**config.mk**
```make
export PLATFORM = sky130hd
export DESIGN_NAME = prio_msg_link
export DESIGN_NICKNAME = d
export VERILOG_FILES = /design/src/rtl/prio_link_pkg.sv /design/src/rtl/msg_fifo.sv /design/src/rtl/link_tx.sv /design/src/rtl/link_rx.sv /design/src/rtl/prio_msg_link.sv
export SDC_FILE = /design/constraint.sdc
export NUM_CORES = 1
export LEC_CHECK = 0
export ABC_AREA = 1
export CORE_UTILIZATION = 40
export CTS_BUF_LIST = sky130_fd_sc_hd__clkbuf_2 sky130_fd_sc_hd__clkbuf_4 sky130_fd_sc_hd__clkbuf_8
export DETAILED_ROUTE_END_ITERATION = 8
export DONT_BUFFER_PORTS = 1
export GPL_TIMING_DRIVEN = 0
export PLACE_DENSITY = 0.56
export SLEW_MARGIN = 40
export SYNTH_ARGS = -nofsm -noshare
export SYNTH_HDL_FRONTEND = slang
export SYNTH_SLANG_ARGS = --single-unit
```
**constraint.sdc**
```tcl
create_clock -name clk -period 4 [get_ports clk]
set_input_delay 0.8 -clock clk [delete_from_list [all_inputs] [get_ports clk]]
set_output_delay 0.8 -clock clk [all_outputs]
set_load 0.005 [all_outputs]
```
**src/rtl/prio_link_pkg.sv**
```systemverilog
package prio_link_pkg;
  typedef enum logic {
    CLS_REQ = 1'b0,
    CLS_RSP = 1'b1
  } msg_class_e;
endpackage

```
**src/rtl/msg_fifo.sv**
```systemverilog
module msg_fifo #(
  parameter int W     = 16,
  parameter int DEPTH = 4
) (
  input  logic         clk,
  input  logic         rst_n,
  input  logic         push_i,
  input  logic [W-1:0] wdata_i,
  input  logic         pop_i,
  output logic [W-1:0] rdata_o,
  output logic         full_o,
  output logic         empty_o,
  output logic         space_o
);
  localparam int PW = (DEPTH > 1) ? $clog2(DEPTH) : 1;
  localparam int CW = $clog2(DEPTH + 1);
  localparam logic [PW-1:0] LAST = PW'(DEPTH - 1);
  localparam logic [CW-1:0] FULLC = CW'(DEPTH);

  logic [W-1:0]  mem [DEPTH];
  logic [PW-1:0] wr_q, wr_d, rd_q, rd_d;
  logic [CW-1:0] cnt_q, cnt_d;
  logic          full_q, full_d, empty_q, empty_d;
  logic          pop_ok, push_ok;

  assign pop_ok  = pop_i & ~empty_q;
  assign push_ok = push_i & (~full_q | pop_ok);
  assign space_o = ~full_q | pop_ok;
  assign full_o  = full_q;
  assign empty_o = empty_q;
  assign rdata_o = mem[rd_q];

  always_comb begin
    wr_d  = wr_q;
    rd_d  = rd_q;
    cnt_d = cnt_q;
    if (push_ok) wr_d = (wr_q == LAST) ? '0 : wr_q + 1'b1;
    if (pop_ok)  rd_d = (rd_q == LAST) ? '0 : rd_q + 1'b1;
    if (push_ok && !pop_ok)      cnt_d = cnt_q + 1'b1;
    else if (!push_ok && pop_ok) cnt_d = cnt_q - 1'b1;
    full_d  = (cnt_d == FULLC);
    empty_d = (cnt_d == '0);
  end

  always_ff @(posedge clk or negedge rst_n) begin
    if (!rst_n) begin
      wr_q    <= '0;
      rd_q    <= '0;
      cnt_q   <= '0;
      full_q  <= 1'b0;
      empty_q <= 1'b1;
    end else begin
      wr_q    <= wr_d;
      rd_q    <= rd_d;
      cnt_q   <= cnt_d;
      full_q  <= full_d;
      empty_q <= empty_d;
    end
  end

  always_ff @(posedge clk) begin
    if (push_ok) mem[wr_q] <= wdata_i;
  end

  p_no_overflow_r7: assert property (@(posedge clk) disable iff (!rst_n)
    (full_q && !pop_ok) |=> $stable(wr_q));
  p_drain_empty_r3: assert property (@(posedge clk) disable iff (!rst_n)
    (cnt_q == CW'(1) && pop_ok && !push_ok) |=> empty_q);
  p_flags_excl_r7: assert property (@(posedge clk) disable iff (!rst_n)
    !(full_q && empty_q));
endmodule

```
**src/rtl/link_tx.sv**
```systemverilog
module link_tx #(
  parameter int DATA_W = 16,
  parameter int DEPTH  = 4
) (
  input  logic              clk,
  input  logic              rst_n,
  input  logic              rsp_valid,
  output logic              rsp_ready,
  input  logic [DATA_W-1:0] rsp_data,
  input  logic              req_valid,
  output logic              req_ready,
  input  logic [DATA_W-1:0] req_data,
  input  logic              rx_hi_space,
  input  logic              rx_lo_space,
  output logic              link_valid,
  output logic              link_hi,
  output logic [DATA_W-1:0] link_data
);
  import prio_link_pkg::*;

  logic              hi_empty, lo_empty, hi_full, lo_full;
  logic              hi_sel, lo_sel;
  logic [DATA_W-1:0] hi_head, lo_head;

  always_comb begin
    hi_sel = ~hi_empty & rx_hi_space;
    lo_sel = ~hi_sel & ~lo_empty & rx_lo_space;
  end

  assign link_valid = hi_sel | lo_sel;
  assign link_hi    = hi_sel ? CLS_RSP : CLS_REQ;
  assign link_data  = hi_sel ? hi_head : lo_head;

  msg_fifo #(.W(DATA_W), .DEPTH(DEPTH)) u_hi_q (
    .clk(clk), .rst_n(rst_n), .push_i(rsp_valid), .wdata_i(rsp_data),
    .pop_i(hi_sel), .rdata_o(hi_head), .full_o(hi_full),
    .empty_o(hi_empty), .space_o(rsp_ready));

  msg_fifo #(.W(DATA_W), .DEPTH(DEPTH)) u_lo_q (
    .clk(clk), .rst_n(rst_n), .push_i(req_valid), .wdata_i(req_data),
    .pop_i(lo_sel), .rdata_o(lo_head), .full_o(lo_full),
    .empty_o(lo_empty), .space_o(req_ready));

  p_rsp_open_r5: assert property (@(posedge clk) disable iff (!rst_n)
    hi_empty |-> rsp_ready);
  p_lo_path_indep_r5: assert property (@(posedge clk) disable iff (!rst_n)
    (lo_full && !hi_full) |-> rsp_ready);
endmodule

```
**src/rtl/link_rx.sv**
```systemverilog
module link_rx #(
  parameter int DATA_W = 16,
  parameter int DEPTH  = 4
) (
  input  logic              clk,
  input  logic              rst_n,
  input  logic              link_valid,
  input  logic              link_hi,
  input  logic [DATA_W-1:0] link_data,
  output logic              hi_space,
  output logic              lo_space,
  output logic              out_valid,
  input  logic              out_ready,
  output logic              out_hi,
  output logic [DATA_W-1:0] out_data
);
  logic              hi_push, lo_push, hi_pop, lo_pop;
  logic              hi_empty, lo_empty, hi_full, lo_full;
  logic [DATA_W-1:0] hi_head, lo_head;

  always_comb begin
    hi_push = link_valid & link_hi;
    lo_push = link_valid & ~link_hi;
    hi_pop  = out_ready & ~hi_empty;
    lo_pop  = out_ready & hi_empty & ~lo_empty;
  end

  assign out_valid = ~hi_empty | ~lo_empty;
  assign out_hi    = ~hi_empty;
  assign out_data  = hi_empty ? lo_head : hi_head;

  msg_fifo #(.W(DATA_W), .DEPTH(DEPTH)) u_hi_q (
    .clk(clk), .rst_n(rst_n), .push_i(hi_push), .wdata_i(link_data),
    .pop_i(hi_pop), .rdata_o(hi_head), .full_o(hi_full),
    .empty_o(hi_empty), .space_o(hi_space));

  msg_fifo #(.W(DATA_W), .DEPTH(DEPTH)) u_lo_q (
    .clk(clk), .rst_n(rst_n), .push_i(lo_push), .wdata_i(link_data),
    .pop_i(lo_pop), .rdata_o(lo_head), .full_o(lo_full),
    .empty_o(lo_empty), .space_o(lo_space));

  p_lo_blocked_r4: assert property (@(posedge clk) disable iff (!rst_n)
    $past(hi_push) |-> !lo_pop);
  p_hi_hold_r2: assert property (@(posedge clk) disable iff (!rst_n)
    (out_valid && out_hi && !out_ready) |=> (out_valid && out_hi && $stable(out_data)));
endmodule

```
**src/rtl/prio_msg_link.sv**
```systemverilog
module prio_msg_link #(
  parameter int DATA_W = 16,
  parameter int DEPTH  = 4
) (
  input  logic              clk,
  input  logic              rst_n,
  input  logic              rsp_valid,
  output logic              rsp_ready,
  input  logic [DATA_W-1:0] rsp_data,
  input  logic              req_valid,
  output logic              req_ready,
  input  logic [DATA_W-1:0] req_data,
  output logic              out_valid,
  input  logic              out_ready,
  output logic              out_hi,
  output logic [DATA_W-1:0] out_data
);
  logic              lk_valid, lk_hi, rx_hi_space, rx_lo_space;
  logic [DATA_W-1:0] lk_data;

  link_tx #(.DATA_W(DATA_W), .DEPTH(DEPTH)) u_tx (
    .clk(clk), .rst_n(rst_n),
    .rsp_valid(rsp_valid), .rsp_ready(rsp_ready), .rsp_data(rsp_data),
    .req_valid(req_valid), .req_ready(req_ready), .req_data(req_data),
    .rx_hi_space(rx_hi_space), .rx_lo_space(rx_lo_space),
    .link_valid(lk_valid), .link_hi(lk_hi), .link_data(lk_data));

  link_rx #(.DATA_W(DATA_W), .DEPTH(DEPTH)) u_rx (
    .clk(clk), .rst_n(rst_n),
    .link_valid(lk_valid), .link_hi(lk_hi), .link_data(lk_data),
    .hi_space(rx_hi_space), .lo_space(rx_lo_space),
    .out_valid(out_valid), .out_ready(out_ready),
    .out_hi(out_hi), .out_data(out_data));

  p_link_fits_r7: assert property (@(posedge clk) disable iff (!rst_n)
    lk_valid |-> (lk_hi ? rx_hi_space : rx_lo_space));
endmodule

```
==> key figures <==
Setup path
  – CP max-delay cell: buf_1
  – Worst path most repeated cell: nand2_1
  – Crit-path max cell delay: 0.47 ns
  – Critical path buffer and inverter count: 3
  – R2R cell count: 9
  – Worst path depth: 7
  – Crit-path cells: clkbuf_1, inv_1, buf_1, nor2_1, o32ai_1, nand2_1, nand2_1
  – Crit-path max FO: 10
  – Critical path arrival: 2.50 ns
  – CP Data Required Time: 3.20 ns
  – Reg-to-reg slack, setup: 1.21 ns
  – Crit Path Category: reg2out
  – Nature of the critical path startpoint: register
  – Worst Setup End Kind: primary output
  – Cell family with most CP delay: buffers and inverters

Finish
  – Final #Nets: 1,118
  – Fillers: 2,758
  – Antenna diodes: 0
  – Register area: 8593 um2
  – Multi-input logic area: 3169 um2
  – Share of cells above drive strength 1: 0.1036
  – Layout area overhead: 13.53%
  – Finished Layout Cells: 1,481

Timing
  – Max-slew violations: 0
  – Max Fclk: 303.2 MHz
  – Final min period: 3.298 ns
  – Tightest Pin Transition: 0.6199 ns
  – Final hold violation count: 0
  – Rel. slew slack: 0.5867
  – RSZ-0062 raised after global routing: false
  – Final setup viols: 0
  – Final worst slack: 0.7023 ns
  – Final period util: 0.8244
  – Setup TNS: 0 ns
  – Clock Skews: 0.01536 ns

Die
  – I/O pin cnt: 57
  – Die Width: 175.6 um
  – Die height: 175.6 um
  – Die ar.: 30,830 um2
  – Row count: 63
  – Core Region: 29,640 um2
  – Initial core utilization: 0.4067

Global routing
  – Largest net degree at the start of global routing: 33
  – First-pass GRT wire length: 41,830 um
  – Gr usage total: 0.1781
  – Vias in the first global route: 7,479
  – Overflow after GRT: 0
  – Initial antenna violation count: 0

CTS
  – CTS tree: built
  – Postcts setup bufs: 0
  – Latest clock arrival within the worst-skew pair: 0.55 ns
  – Post-CTS Resized: 0
  – Htree depth: 2
  – Clk slew on worst S/H paths: 0.06 ns
  – # hold bufs at CTS: 1
  – Clock Sinks: 292
  – CTS Root Cell: clkbuf_8
  – Total CTS buffers: 48
  – Clock buffer depth: 3

Logic synthesis
  – Sequential area share after synthesis: 0.7130
  – Synth top area cells: edfxtp_1 64%, dfrtp_1 6.6%, nor2_1 6.1%, nand2_1 4.8%, o21ai_0 4.4%
  – EDFF count, synth: 256
  – Count leader, synth: edfxtp_1
  – Net Count, Synth: 1,064
  – Synth top area share: 0.6378
  – Distinct cells, synth: 34
  – Seq cells post-synth: 292
  – Largest area contributor in the netlist: edfxtp_1
  – Syn Area/Cell: 12.06 um2
  – Synth Instances: 999
  – FFs w/ async S/R, synth: 0.1233
  – Synthesized area: 12,050 um2
  – Prevailing post-synth register cell: edfxtp_1
  – Ys Warns: 0
  – Top post-synthesis cells by count: 256 x edfxtp_1, 195 x nor2_1, 154 x nand2_1

Pwr
  – Psw: 4.279 mW
  – Switching Fraction: 0.3753
  – Internal: 7.124 mW
  – Worst IR drop on VDD: 0.3764 mV
  – Combinational Power Share: 0.344
  – Sequential share of power: 0.434
  – LEAKAGE: 4.995 nW
  – PwrDens: 833.4 nW/um2
  – Power share of the clock group: 0.222

Routing
  – 1st-iter DRT viols: 539
  – Vias per cell: 5.016
  – Drt pass-1 iters: 5
  – Post-Route WL: 26,740 um
  – ANT nets after route: 0
  – DR vias: 7,428
  – Drt wl/cell: 18.06 um
  – Residual DRC: 0

Placement
  – Placed Cells: 1,392
  – Pre-CTS WS: 1.065 ns
  – Detailed-placement wirelength estimate: 17,580 um
  – Port bufs: 0
  – Global placer's final weighted congestion: 0.7480

Min path
  – HP Class: in2async

Status
  – Status: finished, final reports clean

Run
  – Max Cap Viol: 0
==> through the flow <==
step | hold slack [ns] | total power [mW] | utilization | area, um2
3_3_place_gp | 0.5066 | 8.735 | 0.4231 | 12540
3_5_place_dp | 0.5054 | 8.968 | 0.4294 | 12730
6_report | 0.08122 | 11.40 | 0.4617 | 13680
4_1_cts | 0.05508 | 11.51 | 0.4615 | 13680
5_1_grt | 0.05060 | 12.17 | 0.4617 | 13680
2_1_floorplan | 0.5044 | 7.472 | - | 12050
==> layer usage <==
layer	track usage	vias to the layer above	part of all wire
li1	-	3629	-
met1	0.2404	3569	0.46
met2	0.2843	183	0.46
met3	0.04351	47	0.062
met4	0.05362	0	0.021
met5	0	-	0
==> worst register-to-register path: cells and delay by family, from the launching register on <==
family	cells	cell delay, ns
buffers and inverters	2	0.21
DFF	1	0.52
and+or+nand+nor	7	1.70
==> final cells by class <==
class,instances,area share
Clock buffer,60,0.05532
Timing Repair Buffer,4,0.006584
Buffer,43,0.01244
Multi-Input combinational cell,601,0.2316
Tap cell,390,0.03566
Sequential cell,292,0.6280
Inverter,63,0.01765
Clock inverter,28,0.01271
==> cell families (layout without fill, tap and decap cells) <==
family | count (synthesis) | after routing | share of synthesized area
xor gates and xnor gates | 9 | 9 | 0.007163
DFF | 292 | 292 | 0.7130
buffers and inverters | 106 | 198 | 0.03405
AOI/OAI and AO/OA | 187 | 187 | 0.09229
and+or+nand+nor | 377 | 377 | 0.1245
adders and majority gates | 28 | 28 | 0.02907
==> power by group through the flow <==
| stage | Combinational, mW | Sequential [mW] | Clock (mW) |
|---|---|---|---|
| after floorplan | 2.55 | 4.92 | 0 |
| after global placement | 3.72 | 5.02 | 0 |
| after detailed placement | 3.96 | 5.01 | 0 |
| after CTS | 3.98 | 4.95 | 2.58 |
| after global routing | 4.43 | 5.04 | 2.71 |
| final | 3.93 | 4.95 | 2.53 |
==> state kept, by name (all words and copies together), names as in the netlist, 2 cells and up <==
register	cells
u_tx.u_hi_q.rd_q	2
u_rx.u_lo_q.wr_q	2
u_tx.u_lo_q.cnt_q	3
u_rx.u_hi_q.cnt_q	3
u_tx.u_lo_q.wr_q	2
u_rx.u_lo_q.rd_q	2
u_rx.u_lo_q.mem	64
u_rx.u_hi_q.rd_q	2
u_tx.u_lo_q.rd_q	2
u_tx.u_hi_q.cnt_q	3
u_rx.u_lo_q.cnt_q	3
u_rx.u_hi_q.mem	64
u_rx.u_hi_q.wr_q	2
u_tx.u_hi_q.wr_q	2
u_tx.u_lo_q.mem	64
u_tx.u_hi_q.mem	64
==> worst paths after layout <==
kind                                      start                    end
min in group clk                    rsp_data[0]  u_tx.u_hi_q.mem[3][0]
min reg2reg                u_rx.u_hi_q.cnt_q[0]   u_rx.u_hi_q.cnt_q[0]
min                                       rst_n     u_tx.u_lo_q.full_o
max reg2reg                 u_rx.u_hi_q.empty_o  u_tx.u_lo_q.mem[3][9]
max                         u_rx.u_lo_q.rd_q[0]           out_data[11]
max in group asynchronous                 rst_n    u_rx.u_lo_q.wr_q[0]
==> placed cells by master (no fill, tap or decap), types with 18 or more instances in the layout <==
master	instances
o32ai_1	32
nor2_1	179
clkbuf_1	34
clkbuf_8	49
clkinv_1	18
edfxtp_1	256
ha_1	28
dfrtp_1	32
inv_1	59
o22ai_1	32
o21ai_0	107
nand2_1	154
Note: power is estimated with default switching activity, not from simulation.
